**src/rtl/wib_pkg.sv**
```systemverilog
package wib_pkg;
  typedef enum logic {
    WIB_OP_CLEAR = 1'b0,
    WIB_OP_KEEP  = 1'b1
  } wib_op_e;
endpackage

```
**src/rtl/wib_lane_sel.sv**
```systemverilog
module wib_lane_sel #(
  parameter int NLANES = 4,
  parameter int POS_W  = 2
) (
  input  logic [POS_W-1:0]  pos,
  input  logic              w32,
  output logic [NLANES-1:0] sel,
  output logic              illegal
);
  localparam int HALF = NLANES / 2;

  for (genvar i = 0; i < NLANES; i++) begin : g_dec
    assign sel[i] = (pos == POS_W'(i));
  end

  // Narrow mode accepts only the lanes of the low half.
  assign illegal = w32 && (int'(pos) >= HALF);

  always_comb begin
    assert ($onehot0(sel)) else $error("lane select not one-hot");
  end
endmodule

```
**src/rtl/wib_lane_merge.sv**
```systemverilog
module wib_lane_merge
  import wib_pkg::*;
#(
  parameter int XLEN   = 64,
  parameter int LANE_W = 16,
  parameter int NLANES = XLEN / LANE_W
) (
  input  wib_op_e           op,
  input  logic [LANE_W-1:0] imm,
  input  logic [NLANES-1:0] sel,
  input  logic              w32,
  input  logic [XLEN-1:0]   old_val,
  output logic [XLEN-1:0]   merged
);
  localparam int HALF = NLANES / 2;

  for (genvar i = 0; i < NLANES; i++) begin : g_lane
    logic [LANE_W-1:0] kept;
    logic [LANE_W-1:0] lane_val;
    assign kept = (op == WIB_OP_KEEP) ? old_val[i*LANE_W +: LANE_W] : '0;
    always_comb begin
      lane_val = sel[i] ? imm : kept;
      if (i >= HALF && w32) lane_val = '0;
    end
    assign merged[i*LANE_W +: LANE_W] = lane_val;
  end
endmodule

```
**src/rtl/wide_imm_builder.sv**
```systemverilog
module wide_imm_builder
  import wib_pkg::*;
#(
  parameter int XLEN   = 64,
  parameter int LANE_W = 16
) (
  input  logic              clk,
  input  logic              rst_n,
  input  logic              in_valid,
  input  logic              in_op,
  input  logic [15:0]       in_imm,
  input  logic [1:0]        in_pos,
  input  logic              in_w32,
  input  logic [63:0]       in_old,
  output logic              out_valid,
  output logic              out_wen,
  output logic              out_illegal,
  output logic [63:0]       out_data
);
  localparam int NLANES = XLEN / LANE_W;
  localparam int POS_W  = $clog2(NLANES);
  localparam int HALF_W = XLEN / 2;

  logic [NLANES-1:0] sel;
  logic              illegal_c;
  logic [XLEN-1:0]   merged;
  wib_op_e           op_c;

  assign op_c = wib_op_e'(in_op);

  wib_lane_sel #(.NLANES(NLANES), .POS_W(POS_W)) u_sel (
    .pos     (in_pos),
    .w32     (in_w32),
    .sel     (sel),
    .illegal (illegal_c)
  );

  wib_lane_merge #(.XLEN(XLEN), .LANE_W(LANE_W), .NLANES(NLANES)) u_merge (
    .op      (op_c),
    .imm     (in_imm),
    .sel     (sel),
    .w32     (in_w32),
    .old_val (in_old),
    .merged  (merged)
  );

  // Next-state logic
  logic            valid_d, wen_d, ill_d, data_en;
  logic [XLEN-1:0] data_d;

  always_comb begin
    valid_d = in_valid;
    ill_d   = in_valid && illegal_c;
    wen_d   = in_valid && !illegal_c;
    data_en = in_valid;
    data_d  = illegal_c ? '0 : merged;
  end

  // State registers
  logic            valid_q, wen_q, ill_q;
  logic [XLEN-1:0] data_q;

  always_ff @(posedge clk or negedge rst_n) begin
    if (!rst_n) begin
      valid_q <= 1'b0;
      wen_q   <= 1'b0;
      ill_q   <= 1'b0;
    end else begin
      valid_q <= valid_d;
      wen_q   <= wen_d;
      ill_q   <= ill_d;
    end
  end

  always_ff @(posedge clk or negedge rst_n) begin
    if (!rst_n) begin
      data_q <= '0;
    end else if (data_en) begin
      data_q <= data_d;
    end
  end

  assign out_valid   = valid_q;
  assign out_wen     = wen_q;
  assign out_illegal = ill_q;
  assign out_data    = data_q;

  // Assertions
  p_valid_lat_r6: assert property (@(posedge clk) disable iff (!rst_n)
    in_valid |=> out_valid);
  p_idle_lat_r7: assert property (@(posedge clk) disable iff (!rst_n)
    !in_valid |=> (!out_valid && !out_wen && !out_illegal));
  p_hold_r7: assert property (@(posedge clk) disable iff (!rst_n)
    !in_valid |=> $stable(out_data));
  p_no_wen_illegal_r5: assert property (@(posedge clk) disable iff (!rst_n)
    out_illegal |-> (!out_wen && out_data == '0));
  p_flag_illegal_r5: assert property (@(posedge clk) disable iff (!rst_n)
    (in_valid && in_w32 && in_pos[1]) |=> (out_illegal && !out_wen));
  p_upper_zero_r4: assert property (@(posedge clk) disable iff (!rst_n)
    (in_valid && in_w32) |=> (out_data[XLEN-1:HALF_W] == '0));
  p_imm_lane_r3: assert property (@(posedge clk) disable iff (!rst_n)
    (in_valid && !in_w32) |=> (out_data[int'($past(in_pos))*LANE_W +: LANE_W] == $past(in_imm)));
endmodule

```
**config.mk**
```make
export PLATFORM = sky130hd
export DESIGN_NAME = wide_imm_builder
export DESIGN_NICKNAME = d
export VERILOG_FILES = /design/src/rtl/wib_pkg.sv /design/src/rtl/wib_lane_sel.sv /design/src/rtl/wib_lane_merge.sv /design/src/rtl/wide_imm_builder.sv
export SDC_FILE = /design/constraint.sdc
export NUM_CORES = 1
export LEC_CHECK = 0
export ABC_AREA = 1
export BUFFER_PORTS_ARGS = -buffer_cell sky130_fd_sc_hd__buf_2
export CORE_MARGIN = 2
export CORE_UTILIZATION = 53
export DETAILED_ROUTE_END_ITERATION = 8
export PLACE_DENSITY = 0.87
export SYNTH_ARGS = -nofsm -noshare
export SYNTH_HDL_FRONTEND = slang
export SYNTH_HIERARCHICAL = 1
export SYNTH_SLANG_ARGS = --single-unit
```
**constraint.sdc**
```tcl
create_clock -name clk -period 1.2 [get_ports clk]
set_input_delay 0.12 -clock clk [delete_from_list [all_inputs] [get_ports clk]]
set_output_delay 0.12 -clock clk [all_outputs]
set_load 0.005 [all_outputs]
```
Yosys cells after proc, flatten, opt, wreduce, memory -nomap -nowiden:

Cells that the tools add are included.

* register bits after elaboration: 67
* bits of input ports: 87
* output and inout port bits: 67

* $lt $le $gt $ge: 1
* equal/unequal tests: 3
* muxes and demuxes: 11
* reductions and logical operators: 5

Operators by type and width (number)
* 16-bit two-way mux: 10
* 64-bit two-way mux: 1
* 2-bit equality test, second input constant: 2
* 1-bit logical AND: 3
* 2-bit by 1-bit equality test with 1-bit output, second input constant: 1
* 2-bit >= comparator, second input constant: 1
* 2-bit logical NOT: 1
* 1-bit logical NOT: 1

Logic depth before layout (Yosys ltp):

* depth after elaboration: 4
* mapped depth: 8
* mapped depth without buffers: 7

Cells and area by module:

Netlist, hierarchy kept.

By module, submodules not included
* wide_imm_builder: instances 1, cells an instance 284, area an instance 2643.8 um^2, seq. area each 1676.6 um^2
* wib_lane_merge: instances 1, cells an instance 233, area an instance 1138.6 um^2, seq. area each 0.0 um^2
* wib_lane_sel: instances 1, cells an instance 9, area an instance 36.3 um^2, seq. area each 0.0 um^2

Worst setup path before layout:

OpenSTA, ideal clock, no wires.

* path type: input port to flip-flop
* start: input in_pos[0]
* end: register data_q[16] (netlist: out_data[16])
* library setup time: 0.117 ns
* arrival time: 0.713 ns
* data required time: 1.083 ns
* path slack: 0.369 ns
* stages on the path: 7
* cells stage by stage: inv_1 > nor2_1 > inv_1 > clkbuf_1 > o21ai_0 > nand3_1 > nand2_1

* word-level cells in the longest chain between the ends: 3

RTL lines
* from (decl): RTL line wide_imm_builder.sv:12 `input logic [1:0] in_pos,`
* 2-bit by 1-bit equality test with 1-bit output: RTL line wib_lane_sel.sv:13 `assign sel[i] = (pos == POS_W'(i));`
* net sel[1]: RTL line wide_imm_builder.sv:24 `logic [NLANES-1:0] sel;`
* 16-bit two-way mux: RTL line wib_lane_merge.sv:22 `lane_val = sel[i] ? imm : kept;`
* net merged[16]: RTL line wide_imm_builder.sv:26 `logic [XLEN-1:0] merged;`
* 64-bit two-way mux: RTL line wide_imm_builder.sv:56 `data_d = illegal_c ? '0 : merged;`
* to (signal assigned): RTL line wide_imm_builder.sv:79 `data_q <= data_d;`
* to (decl): RTL line wide_imm_builder.sv:61 `logic [XLEN-1:0] data_q;`

The timed path passes the listed nets, and every way through them passes these cells.
A chain may end at the register's enable or synchronous reset.

Final worst setup path:

* start: register data_q[47] (netlist: out_data[47])
* end: output out_data[47]

RTL lines
* to (decl): RTL line wide_imm_builder.sv:18 `output logic [63:0] out_data`

No word-level cell between the ends.

==> impl_metrics.json <==
{
  "clock_latency_ns": 0.34,
  "wl_microns": 11800,
  "finalInstanceArea_sq_um": 4830,
  "p_int_w": 0.00436,
  "pre_cts_slack_ns": 0.131,
  "p_seq_share_pct": 42.1,
  "synth_fa_ha_area_share_pct": 0,
  "clkPwrFrac_pct": 38.6,
  "synthDistinctLibCells": 16,
  "synthSimpleGateAreaFrac_pct": 35.9,
  "timing.final.ws_setup_ns": 0.189,
  "p_switching_w": 0.00166,
  "synthesis.area_sq_um": 3820,
  "min_period_ns": 1.01,
  "critPathTopFamily": "flip-flops",
  "crit_arrival_ns": 0.89,
  "routabilityCongestion": 0.840,
  "io_pins": 154,
  "p_sw_share_pct": 27.6,
  "grt_pass1_wl_microns": 18200,
  "critPathKind": "register to output port",
  "ys_ff_latch": 67,
  "yosys.area.top_type_share_pct": 43.9,
  "r2r_setup_slack_ns": 0.55,
  "hpwl_microns": 7760,
  "syn2layout_area_growth_pct": 26.4,
  "cts_tree": "yes",
  "drv_cap": 0,
  "final_util_pct": 70.3,
  "drc": 0,
  "status": "finished, final reports clean",
  "path_clk_slew_ns": 0.07,
  "hold_viol_final": 0,
  "yosys_warnings": 6,
  "vias": 4094,
  "synthMuxAreaShare_pct": 0,
  "startpoint_type": "register",
  "cts-resized-gates": 0,
  "required_ns": 1.08,
  "crit_slowest_cell": "dfrtp_1",
  "drtPass1Iterations": 5,
  "dieArea_sq_um": 7900,
  "cp_max_fo": 2,
  "whs_ns": 0.138,
  "setup.worst_path.end_class": "output port",
  "chipWidth_microns": 88.9,
  "p_leak_nw": 2.83,
  "grt_use_total_pct": 30.4,
  "report.final.slew_viol_count": 0,
  "placed_area_sq_um": 4570,
  "netlist_top_cells_area": "dfrtp_1 44%, nand2_1 19%, nand3_1 13%",
  "setup-tns-final_ns": 0,
  "insertedDiodeCount": 0,
  "detail_route.wl_per_cell_microns": 15.4,
  "hp-class": "input port to register",
  "die_h_microns": 88.9,
  "port_buffers": 153,
  "syn_nets": 613,
  "min_period_over_period_pct": 84.2,
  "tightest_slew_ns": 0.403,
  "cts_sinks": 67,
  "skew_ns": 0,
  "cpPeakStageDelay_ns": 0.41,
  "ant_nets": 0,
  "rsz0062_at_grt": "no",
  "synth_compound_area_share_pct": 8.58,
  "initialDrtViolationCount": 451,
  "grt-ovfl-total": 0,
  "cts-root-buf": "clkbuf_8",
  "nets": 749,
  "synth_top_family_by_area": "simple AND/OR/NAND/NOR gates",
  "fmax_mhz": 989,
  "grt_pass1_vias": 3700,
  "power.density_nw_per_um2": 1250,
  "comb_power_share_pct": 19.2,
  "ir_drop_mv": 1.00,
  "ys_seq_area_share_pct": 43.9,
  "slew_headroom_pct": 73.1,
  "antenna_found_initial": 0,
  "viasPerCell": 5.37,
  "grt_max_degree": 68,
  "drive_above_1_share_pct": 29.4,
  "syn_avg_cell_area_sq_um": 7.26,
  "clk_path_buf_depth": 2,
  "fp-row-count": 30,
  "yosys.area.top_type": "dfrtp_1",
  "core_sq_um": 6870,
  "setup_viol": 0,
  "crit_buf_inv": 1,
  "cts_buffers": 9,
  "htree_num_levels": 3,
  "synth-xor-area-share_pct": 0,
  "path_cells": "buf_2",
  "synthCells": 526,
  "start_util_pct": 55.6
}
-- sequential cells by signal, summed over array words and instances (netlist names) --
signal       flops
out_valid        1
out_data        64
out_wen          1
out_illegal      1
-- area by class of cell --
cell class	count	area [sq um]
clock inverters	6	111
fillers	584	2040
multi-input cells	391	1700
flip-flops and latches	67	1680
repair buffers	167	986
well taps	96	120
clock buffers	10	138
inverters	26	97.6
-- layout by cell type (no fill, tap or decap), types with 4 or more instances in the layout --
cell type / synthesis / routed
nand2_1: 195 / 195
buf_2: 13 / 153
buf_12: 0 / 9
inv_1: 23 / 23
dfrtp_1: 67 / 67
buf_4: 12 / 4
nor2_2: 9 / 9
clkbuf_8: 0 / 10
o21ai_0: 29 / 29
nor2_1: 27 / 27
nand3_1: 96 / 96
a21oi_1: 30 / 30
-- timing repair --
item	4_1_cts	5_1_grt
hold buffers	1	0
setup buffers	0	0
hold endpoints to repair	67	0
-- final timing paths --
path | cells past startpoint | to | from
max | 1 | out_data[47] | out_data[47]
min | 4 | out_wen | in_w32
max reg2reg | 2 | out_data[47] | out_data[47]
min reg2reg | 2 | out_data[56] | out_data[56]
max in group asynchronous | 3 | out_data[51] | rst_n
min in group asynchronous | 3 | out_data[21] | rst_n
-- Yosys cell counts --
cell type,n
o21ai_1,3
a21oi_1,30
buf_4,12
nor2_2,9
buf_6,8
clkbuf_1,3
nor2_1,27
nand2_1,195
buf_2,13
a21oi_2,2
inv_2,3
inv_1,23
buf_8,6
dfrtp_1,67
o21ai_0,29
nand3_1,96
-- kinds of logic after synthesis --
group | after synthesis
AO/OA/AOI/OAI | 64
AND/OR/NAND/NOR | 327
buffers and inverters | 68
flip-flops | 67
-- metrics by stage --
stage / cells / power (W)
after floorplan: 526 / 0.00320
after global placement: 746 / 0.00369
after detailed placement: 746 / 0.00372
after CTS: 763 / 0.00605
after global routing: 763 / 0.00628
final: 763 / 0.00602
-- layer usage --
metal	vias to the layer above	part of all wire, %	track usage, %
li1	1953	-	-
met1	1853	41	41.5
met2	261	46	48.8
met3	27	10	4.48
met4	0	2.8	12.0
met5	-	0	0
-- power groups by stage --
stage | Sequential (W) | Combinational (W) | Clock, W
after detailed placement | 0.00257 | 0.00114 | 0
after floorplan | 0.00259 | 0.000613 | 0
after CTS | 0.00253 | 0.00115 | 0.00236
after global placement | 0.00257 | 0.00112 | 0
final | 0.00254 | 0.00116 | 0.00233
after global routing | 0.00255 | 0.00129 | 0.00243
No activity file was read; power rests on OpenSTA's default activity.
